<file path="src/rtl/core_pkg.sv">
package core_pkg;
  localparam int XLEN   = 32;
  localparam int NREG   = 32;
  localparam int RIDX_W = $clog2(NREG);
  localparam int IMM_W  = 16;
  localparam int TGT_W  = 26;
  localparam int OP_W   = 6;
  localparam int SH_W   = 5;
  localparam int LINK_REG = NREG - 1;

  localparam logic [OP_W-1:0] OP_RTYPE = 6'h00;
  localparam logic [OP_W-1:0] OP_J     = 6'h02;
  localparam logic [OP_W-1:0] OP_JAL   = 6'h03;
  localparam logic [OP_W-1:0] OP_BEQ   = 6'h04;
  localparam logic [OP_W-1:0] OP_BNE   = 6'h05;
  localparam logic [OP_W-1:0] OP_ADDI  = 6'h08;
  localparam logic [OP_W-1:0] OP_SLTI  = 6'h0A;
  localparam logic [OP_W-1:0] OP_ANDI  = 6'h0C;
  localparam logic [OP_W-1:0] OP_ORI   = 6'h0D;
  localparam logic [OP_W-1:0] OP_LUI   = 6'h0F;
  localparam logic [OP_W-1:0] OP_LW    = 6'h23;
  localparam logic [OP_W-1:0] OP_SW    = 6'h2B;

  localparam logic [OP_W-1:0] FN_JR  = 6'h08;
  localparam logic [OP_W-1:0] FN_ADD = 6'h20;
  localparam logic [OP_W-1:0] FN_SUB = 6'h22;
  localparam logic [OP_W-1:0] FN_AND = 6'h24;
  localparam logic [OP_W-1:0] FN_OR  = 6'h25;
  localparam logic [OP_W-1:0] FN_XOR = 6'h26;
  localparam logic [OP_W-1:0] FN_SLT = 6'h2A;

  typedef enum logic [2:0] {
    ALU_ADD, ALU_SUB, ALU_AND, ALU_OR, ALU_XOR, ALU_SLT, ALU_LUI
  } alu_op_e;

  typedef enum logic [1:0] {DST_NONE, DST_RD, DST_RT, DST_LINK} dst_e;

  typedef enum logic [2:0] {NPC_SEQ, NPC_BEQ, NPC_BNE, NPC_JUMP, NPC_REG} npc_e;

  typedef struct packed {
    dst_e    dst;
    alu_op_e alu;
    logic    imm_b;
    logic    imm_zext;
    logic    mem_rd;
    logic    mem_wr;
    npc_e    npc;
  } ctrl_t;
endpackage

</file>
<file path="src/rtl/core_decode.sv">
module core_decode
  import core_pkg::*;
(
  input  logic [OP_W-1:0] op,
  input  logic [SH_W-1:0] shamt,
  input  logic [OP_W-1:0] funct,
  output ctrl_t           ctrl
);
  always_comb begin
    ctrl = '{DST_NONE, ALU_ADD, 1'b0, 1'b0, 1'b0, 1'b0, NPC_SEQ};
    case (op)
      OP_RTYPE: begin
        if (shamt == '0) begin
          case (funct)
            FN_ADD: begin ctrl.dst = DST_RD; ctrl.alu = ALU_ADD; end
            FN_SUB: begin ctrl.dst = DST_RD; ctrl.alu = ALU_SUB; end
            FN_AND: begin ctrl.dst = DST_RD; ctrl.alu = ALU_AND; end
            FN_OR:  begin ctrl.dst = DST_RD; ctrl.alu = ALU_OR;  end
            FN_XOR: begin ctrl.dst = DST_RD; ctrl.alu = ALU_XOR; end
            FN_SLT: begin ctrl.dst = DST_RD; ctrl.alu = ALU_SLT; end
            FN_JR:  ctrl.npc = NPC_REG;
            default: ;
          endcase
        end
      end
      OP_ADDI: begin ctrl.dst = DST_RT; ctrl.imm_b = 1'b1; ctrl.alu = ALU_ADD; end
      OP_SLTI: begin ctrl.dst = DST_RT; ctrl.imm_b = 1'b1; ctrl.alu = ALU_SLT; end
      OP_ANDI: begin
        ctrl.dst = DST_RT; ctrl.imm_b = 1'b1; ctrl.imm_zext = 1'b1; ctrl.alu = ALU_AND;
      end
      OP_ORI: begin
        ctrl.dst = DST_RT; ctrl.imm_b = 1'b1; ctrl.imm_zext = 1'b1; ctrl.alu = ALU_OR;
      end
      OP_LUI: begin ctrl.dst = DST_RT; ctrl.imm_b = 1'b1; ctrl.alu = ALU_LUI; end
      OP_LW: begin
        ctrl.dst = DST_RT; ctrl.imm_b = 1'b1; ctrl.mem_rd = 1'b1; ctrl.alu = ALU_ADD;
      end
      OP_SW:  begin ctrl.imm_b = 1'b1; ctrl.mem_wr = 1'b1; ctrl.alu = ALU_ADD; end
      OP_BEQ: ctrl.npc = NPC_BEQ;
      OP_BNE: ctrl.npc = NPC_BNE;
      OP_J:   ctrl.npc = NPC_JUMP;
      OP_JAL: begin ctrl.npc = NPC_JUMP; ctrl.dst = DST_LINK; end
      default: ;
    endcase
  end
endmodule

</file>
<file path="src/rtl/core_regfile.sv">
module core_regfile #(
  parameter int W   = 32,
  parameter int N   = 32,
  parameter int NRD = 2
) (
  input  logic                           clk,
  input  logic                           we,
  input  logic [$clog2(N)-1:0]           waddr,
  input  logic [W-1:0]                   wdata,
  input  logic [NRD-1:0][$clog2(N)-1:0]  raddr,
  output logic [NRD-1:0][W-1:0]          rdata
);
  localparam int AW = $clog2(N);

  logic [W-1:0] regs [1:N-1];

  always_ff @(posedge clk) begin
    if (we && waddr != '0) regs[waddr] <= wdata;
  end

  for (genvar p = 0; p < NRD; p++) begin : g_rd
    assign rdata[p] = (raddr[p] == AW'(0)) ? '0 : regs[raddr[p]];
  end
endmodule

</file>
<file path="src/rtl/core_alu.sv">
module core_alu
  import core_pkg::*;
#(
  parameter int W  = 32,
  parameter int IW = 16
) (
  input  logic [W-1:0] a,
  input  logic [W-1:0] b,
  input  alu_op_e      op,
  output logic [W-1:0] y
);
  always_comb begin
    case (op)
      ALU_ADD: y = a + b;
      ALU_SUB: y = a - b;
      ALU_AND: y = a & b;
      ALU_OR:  y = a | b;
      ALU_XOR: y = a ^ b;
      ALU_SLT: y = {{(W-1){1'b0}}, ($signed(a) < $signed(b))};
      ALU_LUI: y = {b[IW-1:0], {(W-IW){1'b0}}};
      default: y = a + b;
    endcase
  end
endmodule

</file>
<file path="src/rtl/core_top.sv">
module core_top
  import core_pkg::*;
#(
  parameter logic [XLEN-1:0] RESET_PC = '0
) (
  input  logic            clk,
  input  logic            rst,
  output logic [XLEN-1:0] imem_addr,
  input  logic [XLEN-1:0] imem_data,
  output logic [XLEN-1:0] dmem_addr,
  output logic [XLEN-1:0] dmem_wdata,
  output logic            dmem_we,
  output logic            dmem_re,
  input  logic [XLEN-1:0] dmem_rdata
);
  localparam int HI_W = XLEN - TGT_W - 2;

  logic [OP_W-1:0]   op, funct;
  logic [SH_W-1:0]   shamt;
  logic [RIDX_W-1:0] rs, rt, rd, waddr;
  logic [IMM_W-1:0]  imm;
  logic [TGT_W-1:0]  tgt;
  ctrl_t             ctrl;

  logic [XLEN-1:0] pc, pc4, pc_next;
  logic [XLEN-1:0] imm_sext, imm_ext, src_b, alu_y, wdata;
  logic [XLEN-1:0] rs_val, rt_val;
  logic [1:0][XLEN-1:0] rd_pair;

  assign op    = imem_data[31:26];
  assign rs    = imem_data[25:21];
  assign rt    = imem_data[20:16];
  assign rd    = imem_data[15:11];
  assign shamt = imem_data[10:6];
  assign funct = imem_data[5:0];
  assign imm   = imem_data[IMM_W-1:0];
  assign tgt   = imem_data[TGT_W-1:0];

  core_decode u_decode (.op(op), .shamt(shamt), .funct(funct), .ctrl(ctrl));

  core_regfile #(.W(XLEN), .N(NREG), .NRD(2)) u_regfile (
    .clk  (clk),
    .we   (ctrl.dst != DST_NONE),
    .waddr(waddr),
    .wdata(wdata),
    .raddr({rt, rs}),
    .rdata(rd_pair)
  );
  assign rs_val = rd_pair[0];
  assign rt_val = rd_pair[1];

  assign imm_sext = {{(XLEN-IMM_W){imm[IMM_W-1]}}, imm};
  assign imm_ext  = ctrl.imm_zext ? {{(XLEN-IMM_W){1'b0}}, imm} : imm_sext;
  assign src_b    = ctrl.imm_b ? imm_ext : rt_val;

  core_alu #(.W(XLEN), .IW(IMM_W)) u_alu (.a(rs_val), .b(src_b), .op(ctrl.alu), .y(alu_y));

  always_comb begin
    case (ctrl.dst)
      DST_RD:   waddr = rd;
      DST_LINK: waddr = RIDX_W'(LINK_REG);
      default:  waddr = rt;
    endcase
  end

  assign wdata = (ctrl.dst == DST_LINK) ? pc4 :
                 ctrl.mem_rd            ? dmem_rdata : alu_y;

  assign pc4 = pc + XLEN'(4);

  always_comb begin
    case (ctrl.npc)
      NPC_BEQ:  pc_next = (rs_val == rt_val) ? pc4 + (imm_sext << 2) : pc4;
      NPC_BNE:  pc_next = (rs_val != rt_val) ? pc4 + (imm_sext << 2) : pc4;
      NPC_JUMP: pc_next = {pc4[XLEN-1 -: HI_W], tgt, 2'b00};
      NPC_REG:  pc_next = rs_val;
      default:  pc_next = pc4;
    endcase
  end

  always_ff @(posedge clk) begin
    if (rst) pc <= RESET_PC;
    else     pc <= pc_next;
  end

  assign imem_addr  = pc;
  assign dmem_addr  = alu_y;
  assign dmem_wdata = rt_val;
  assign dmem_we    = ctrl.mem_wr;
  assign dmem_re    = ctrl.mem_rd;
endmodule

</file>
<file path="config.mk">
export PLATFORM = sky130hd
export DESIGN_NAME = core_top
export DESIGN_NICKNAME = d
export VERILOG_FILES = /design/src/rtl/core_pkg.sv /design/src/rtl/core_decode.sv /design/src/rtl/core_regfile.sv /design/src/rtl/core_alu.sv /design/src/rtl/core_top.sv
export SDC_FILE = /design/constraint.sdc
export NUM_CORES = 2
export LEC_CHECK = 0
export BUFFER_PORTS_ARGS = -buffer_cell sky130_fd_sc_hd__clkbuf_2
export CAP_MARGIN = 30
export CORE_UTILIZATION = 54
export DETAILED_ROUTE_END_ITERATION = 10
export PLACE_DENSITY = 0.71
export SLEW_MARGIN = 20
export SYNTH_ARGS = -nofsm -noshare
export SYNTH_HDL_FRONTEND = slang
export SYNTH_SLANG_ARGS = --single-unit
</file>
<file path="constraint.sdc">
create_clock -name clk -period 10.4 [get_ports clk]
set_input_delay 1.56 -clock clk [delete_from_list [all_inputs] [get_ports clk]]
set_output_delay 1.56 -clock clk [all_outputs]
set_load 0.01 [all_outputs]
</file>
# Word level (Yosys, flattened, before mapping)
# Memories as Yosys holds them, arrays and structs flattened.
# Index checks and enable logic that the tools add are counted.
# op_classes
addsub	4
magnitude_cmp	1
n_eq_ne	32
n_mux	24
bitwise_logic	3
n_reduce_logical	11
# ops
operator	n
$mux 32	8
$pmux 32 s6	1
$pmux 32 s4	1
$add 32x32->32	2
$eq 6x6->1 const B	8
$eq 6x4->1 const B	6
$add 32x3->32 const B	1
$and 32x32->32	1
$eq 32x32->1	1
$lt 32x32->1	1
$ne 32x32->1	1
$or 32x32->32	1
$sub 32x32->32	1
$xor 32x32->32	1
$pmux 4 s6	1
$logic_not 5->1	3
$pmux 3 s5	1
$eq 3x2->1 const B	4
$eq 3x3->1 const B	4
$eq 6x2->1 const B	2
$eq 6x3->1 const B	2
$pmux 3 s4	1
$pmux 5 s2	1
$reduce_or 7->1	1
other kinds (13)	21
# word_totals
regBits	32
mem_bits_rw	992
in_bits	66
elab_cells	77
n_memories	1
# memory_table
name	words	word_bits	read_ports	rd_clocked_by_memory_dff	write_ports	line	source
u_regfile.regs	31	32	2	0	1	core_regfile.sv:15	logic [W-1:0] regs [1:N-1];

# Depth between registers and ports, before layout
# logic_depth
ltp_word	10
ltp_mapped	27

# Cells and area by module
# Synthesis repeated with hierarchy kept, for this count alone.
# hier_totals
hier_cells	4206
hier_area_um2	57298.7
# by_module_without_submodules
mod	n_inst	cells_each	area_each_um2	seq_area_each_um2
core_regfile	1	2601	46498.3	29788.6
core_alu	1	855	5457.7	0.0
core_top	1	701	5024.8	640.6
core_decode	1	49	317.8	0.0

# Least setup slack after synthesis
# No wires, ideal clock.
# synth_timing
path_type	input -> output
start	input imem_data[21]
end	output dmem_addr[30]
arrival_time_ps	6974
slack_ps	1866
stages	24
path_buffers	6
cell_sequence	buf_6 buf_6 buf_6 buf_4 buf_4 buf_4 mux4_2 mux4_2 nand2_1 o221ai_1 inv_1 ha_1 inv_1 fa_1 a21oi_1 o2111ai_1 a2111oi_0 nor2_1 a211o_1 a311oi_1 o21a_1 o21ai_0 a32o_1 nor2_1
# synth_between
elab_chain_len	4
elab_cells_between_ends	9
cone_classes	2 x add/sub; 2 x mux; 3 x bitwise; 1 x reduce/logical; 1 x memory
# synth_lines
element	line	source
start, declared	core_top.sv:9	input logic [XLEN-1:0] imem_data,
$mem_v2 31x32 or $logic_not 5->1 (tied branches)	--	
$mux 32 (*)	core_regfile.sv:22	assign rdata[p] = (raddr[p] == AW'(0)) ? '0 : regs[raddr[p]];
$add 32x32->32, or another cell as far along	core_alu.sv:14, core_alu.sv:21	
$pmux 32 s6 (*)	core_alu.sv:13	case (op)
end, declared	core_top.sv:10	output logic [XLEN-1:0] dmem_addr,
# Every way passes the cells marked *; elsewhere a longest branch is shown, timed or not.

# Final worst setup path
# layout_timing
start	input imem_data[16]
end	output dmem_addr[21]
# layout_between
elab_chain_len	5
elab_cells_between_ends	10
cone_classes	2 x add/sub; 3 x mux; 3 x bitwise; 1 x reduce/logical; 1 x memory
# layout_lines
element	line	source
$mem_v2 31x32 or $logic_not 5->1 (tied branches)	--	
$mux 32 (*)	core_regfile.sv:22	
$mux 32 (*)	core_top.sv:54	assign src_b = ctrl.imm_b ? imm_ext : rt_val;
$add 32x32->32, or another cell as far along	core_alu.sv:14, core_alu.sv:21	
$pmux 32 s6 (*)	core_alu.sv:13	
# Marks and branches as above.

==> impl_metrics.env <==
export IMPL_yosysTopAreaCell="edfxtp_1"
export IMPL_area_growth_pct=12.15
export IMPL_setup_viol=0
export IMPL_grt_max_degree=96
export IMPL_reg2reg_to="u_regfile.regs[5][30]$_DFFE_PP_"
export IMPL_postCtsHoldBufs=0
export IMPL_grt_pass1_vias=40660
export IMPL_vias_per_cell=7.442
export IMPL_h_tree_depth=3
export IMPL_start_kind="input port"
export IMPL_grt_antenna_before_repair=7
export IMPL_post_cts_buffers=0
export IMPL_fin_crit_sh_pct=94.19
export IMPL_place_hpwl_mm=145.9
export IMPL_ctsResizeCount=0
export IMPL_synth_top_cell_area_share_pct=52.71
export IMPL_critical_path_required_ps=8840
export IMPL_gp_congestion=1.089
export IMPL_synth_enable_flop_cells=992
export IMPL_synthTopCellsByArea="edfxtp_1 (53%), mux4_2 (13%), mux2i_1 (6.0%)"
export IMPL_rsz0062_at_grt="false"
export IMPL_hold_viol=0
export IMPL_p_total_mw=11.51
export IMPL_max_vdd_ir_drop_mv=0.1295
export IMPL_max_freq_mhz=102.1
export IMPL_hold_class="flip-flop to flip-flop"
export IMPL_insertion_delay_ps=740
export IMPL_whs_endpoint="imem_addr[0]$_SDFFE_PP0P_"
export IMPL_cp_data_arrival_time_ps=8240
export IMPL_totalWireLength_mm=220.9
export IMPL_cts_tree="yes"
export IMPL_reg2reg_depth=21
export IMPL_syn_avg_cell_area_um2=13.62
export IMPL_synthFlopType="edfxtp_1"
export IMPL_min_from="imem_addr[0]$_SDFFE_PP0P_"
export IMPL_yosysMostFrequentCell="edfxtp_1"
export IMPL_worstSetupPathType="input port to output port"
export IMPL_numCtsBuffers=104
export IMPL_path_max_fanout=74
export IMPL_first_pass_iters=9
export IMPL_root_buffer="clkbuf_16"
export IMPL_fp_coreArea_um2=103600
export IMPL_vias=43340
export IMPL_timing_rr_start="u_regfile.regs[11][0]$_DFFE_PP_"
export IMPL_grt_pass1_wl_mm=305.7
export IMPL_die_w_um=325.5
export IMPL_dieArea_um2=106000
export IMPL_place_ws_ps=813.3
export IMPL_clock_sinks=1024
export IMPL_io_buffers=163
export IMPL_syn_inst=4150
export IMPL_drc=0
export IMPL_setup_tns_ps=0
export IMPL_synthArstFlopShare_pct=0
export IMPL_power_density_nw_per_um2=181.5
export IMPL_layout_drive_gt1_share_pct=22.52
export IMPL_fin_nets=4544
export IMPL_start_util_pct=54.53
export IMPL_grt_usage_pct=41.12
export IMPL_postRouteAntennaNets=0
export IMPL_hold_depth=2
export IMPL_drt_iter0_drc=7426
export IMPL_placed_cell_area_um2=59950
export IMPL_io_pins=164
export IMPL_final_util_pct=61.16
export IMPL_clockBufferDepth=3
export IMPL_fin_ws_ps=604.5
export IMPL_synth_area_um2=56520
export IMPL_syn_nets=4345
export IMPL_ys_types=89
export IMPL_cap_violations=0
export IMPL_period_needed_ps=9795
export IMPL_status="complete, no violations"
export IMPL_fp_dieH_um=325.5
export IMPL_tightest_slew_ps=1019
export IMPL_wl_per_cell_um=37.93
export IMPL_drv_slew=0
export IMPL_fin_skew_ps=34.37
export IMPL_crit_start="imem_data[16]"
export IMPL_yosysSeqAreaShare_pct=53.84
export IMPL_max_slew_margin_rel_pct=30.13
export IMPL_grt_overflow_total=0
export IMPL_std_cell_rows=118
export IMPL_path_clk_slew_ps=70
export IMPL_rrSetupSlack_ps=3400
export IMPL_synth_seq_cells=1024
export IMPL_leakage_nw=22.42
export IMPL_ys_warn_count=0
export IMPL_fin_area_um2=63390
export IMPL_synth_common_cells="edfxtp_1 (992), mux2i_1 (339), mux4_2 (337)"
export IMPL_critPathCaptureType="output port"
-- metal layers --
metal | wire length (µm) | share of wire, % | GRT usage (%) | vias up
met3 | 30740 | 14 | 10.95 | 833
met2 | 95650 | 43 | 60.61 | 3917
met4 | 17730 | 8.0 | 27.54 | 4
li1 | - | - | - | 17080
met5 | 34 | 0.015 | 0 | -
met1 | 76720 | 35 | 53.72 | 21500
-- layout make-up --
class / count / area, µm²
fill: 7808 / 40260
sequential: 1024 / 30430
multi-input combinational: 2699 / 24650
timing repair buffer: 384 / 2690
clock buffer: 115 / 2644
tap: 1380 / 1727
clock inverter: 82 / 728.2
inverter: 136 / 510.5
antenna: 3 / 7.507
-- sequential cells by signal, indices dropped and copies added, names as in the netlist --
| name | count |
|---|---|
| imem_addr | 32 |
| u_regfile.regs | 992 |
-- placed cells by master (no fill, tap or decap), drive strengths merged, types with 140 or more instances in the layout --
| cell type | instances |
|---|---|
| inv | 140 |
| nand2 | 177 |
| mux4 | 337 |
| a21oi | 200 |
| a22oi | 198 |
| mux2i | 340 |
| nor2 | 267 |
| clkbuf | 274 |
| edfxtp | 992 |
| buf | 225 |
-- kinds of logic after synthesis --
kind of cell    after synthesis  synth area share, %
compound gates              957                11.63
fa+ha+maj                   129                2.896
simple gates                832                7.106
flops                      1024                53.84
buf+inv                     427                3.392
xor+xnor                     92                1.426
mux                         689                19.71
-- power by group --
| part | leakage (nW) | switching (mW) | internal (mW) |
|---|---|---|---|
| Sequential | 9.18 | 0.0173 | 5.06 |
| Combinational | 11.6 | 1.91 | 0.785 |
| Clock | 1.65 | 1.66 | 2.07 |
-- worst max-delay path by stage --
stage	end	cells after the start	slack [ps]
final	dmem_addr[21]	19	600
after global routing	dmem_addr[30]	17	460
after CTS	dmem_addr[30]	17	770
after detailed placement	dmem_addr[0]	21	810
after global placement	dmem_addr[26]	21	750
after floorplan	dmem_addr[30]	24	1870
-- worst max-delay path, stage by stage --
cell and delay [ps]:
buf_8 420, buf_12 430, buf_12 360, mux4_2 540, a22o_1 280, a31oi_1 180
nand3_1 350, mux2i_1 400, inv_1 170, ha_1 470, nor2b_1 360, nand2_1 90
o21ai_0 690, o21ai_0 320, a21oi_1 310, o2111ai_1 150, a31oi_1 310, a221o_1 330
clkbuf_2 190
-- metrics by stage --
step	hold WS, ps	std cells
2_1_floorplan	504.5	4150
3_3_place_gp	561.8	5612
3_5_place_dp	561.2	5618
4_1_cts	570.6	5815
5_1_grt	595.1	5820
6_report	576.4	5823
Note: power is estimated with default switching activity, not from simulation.
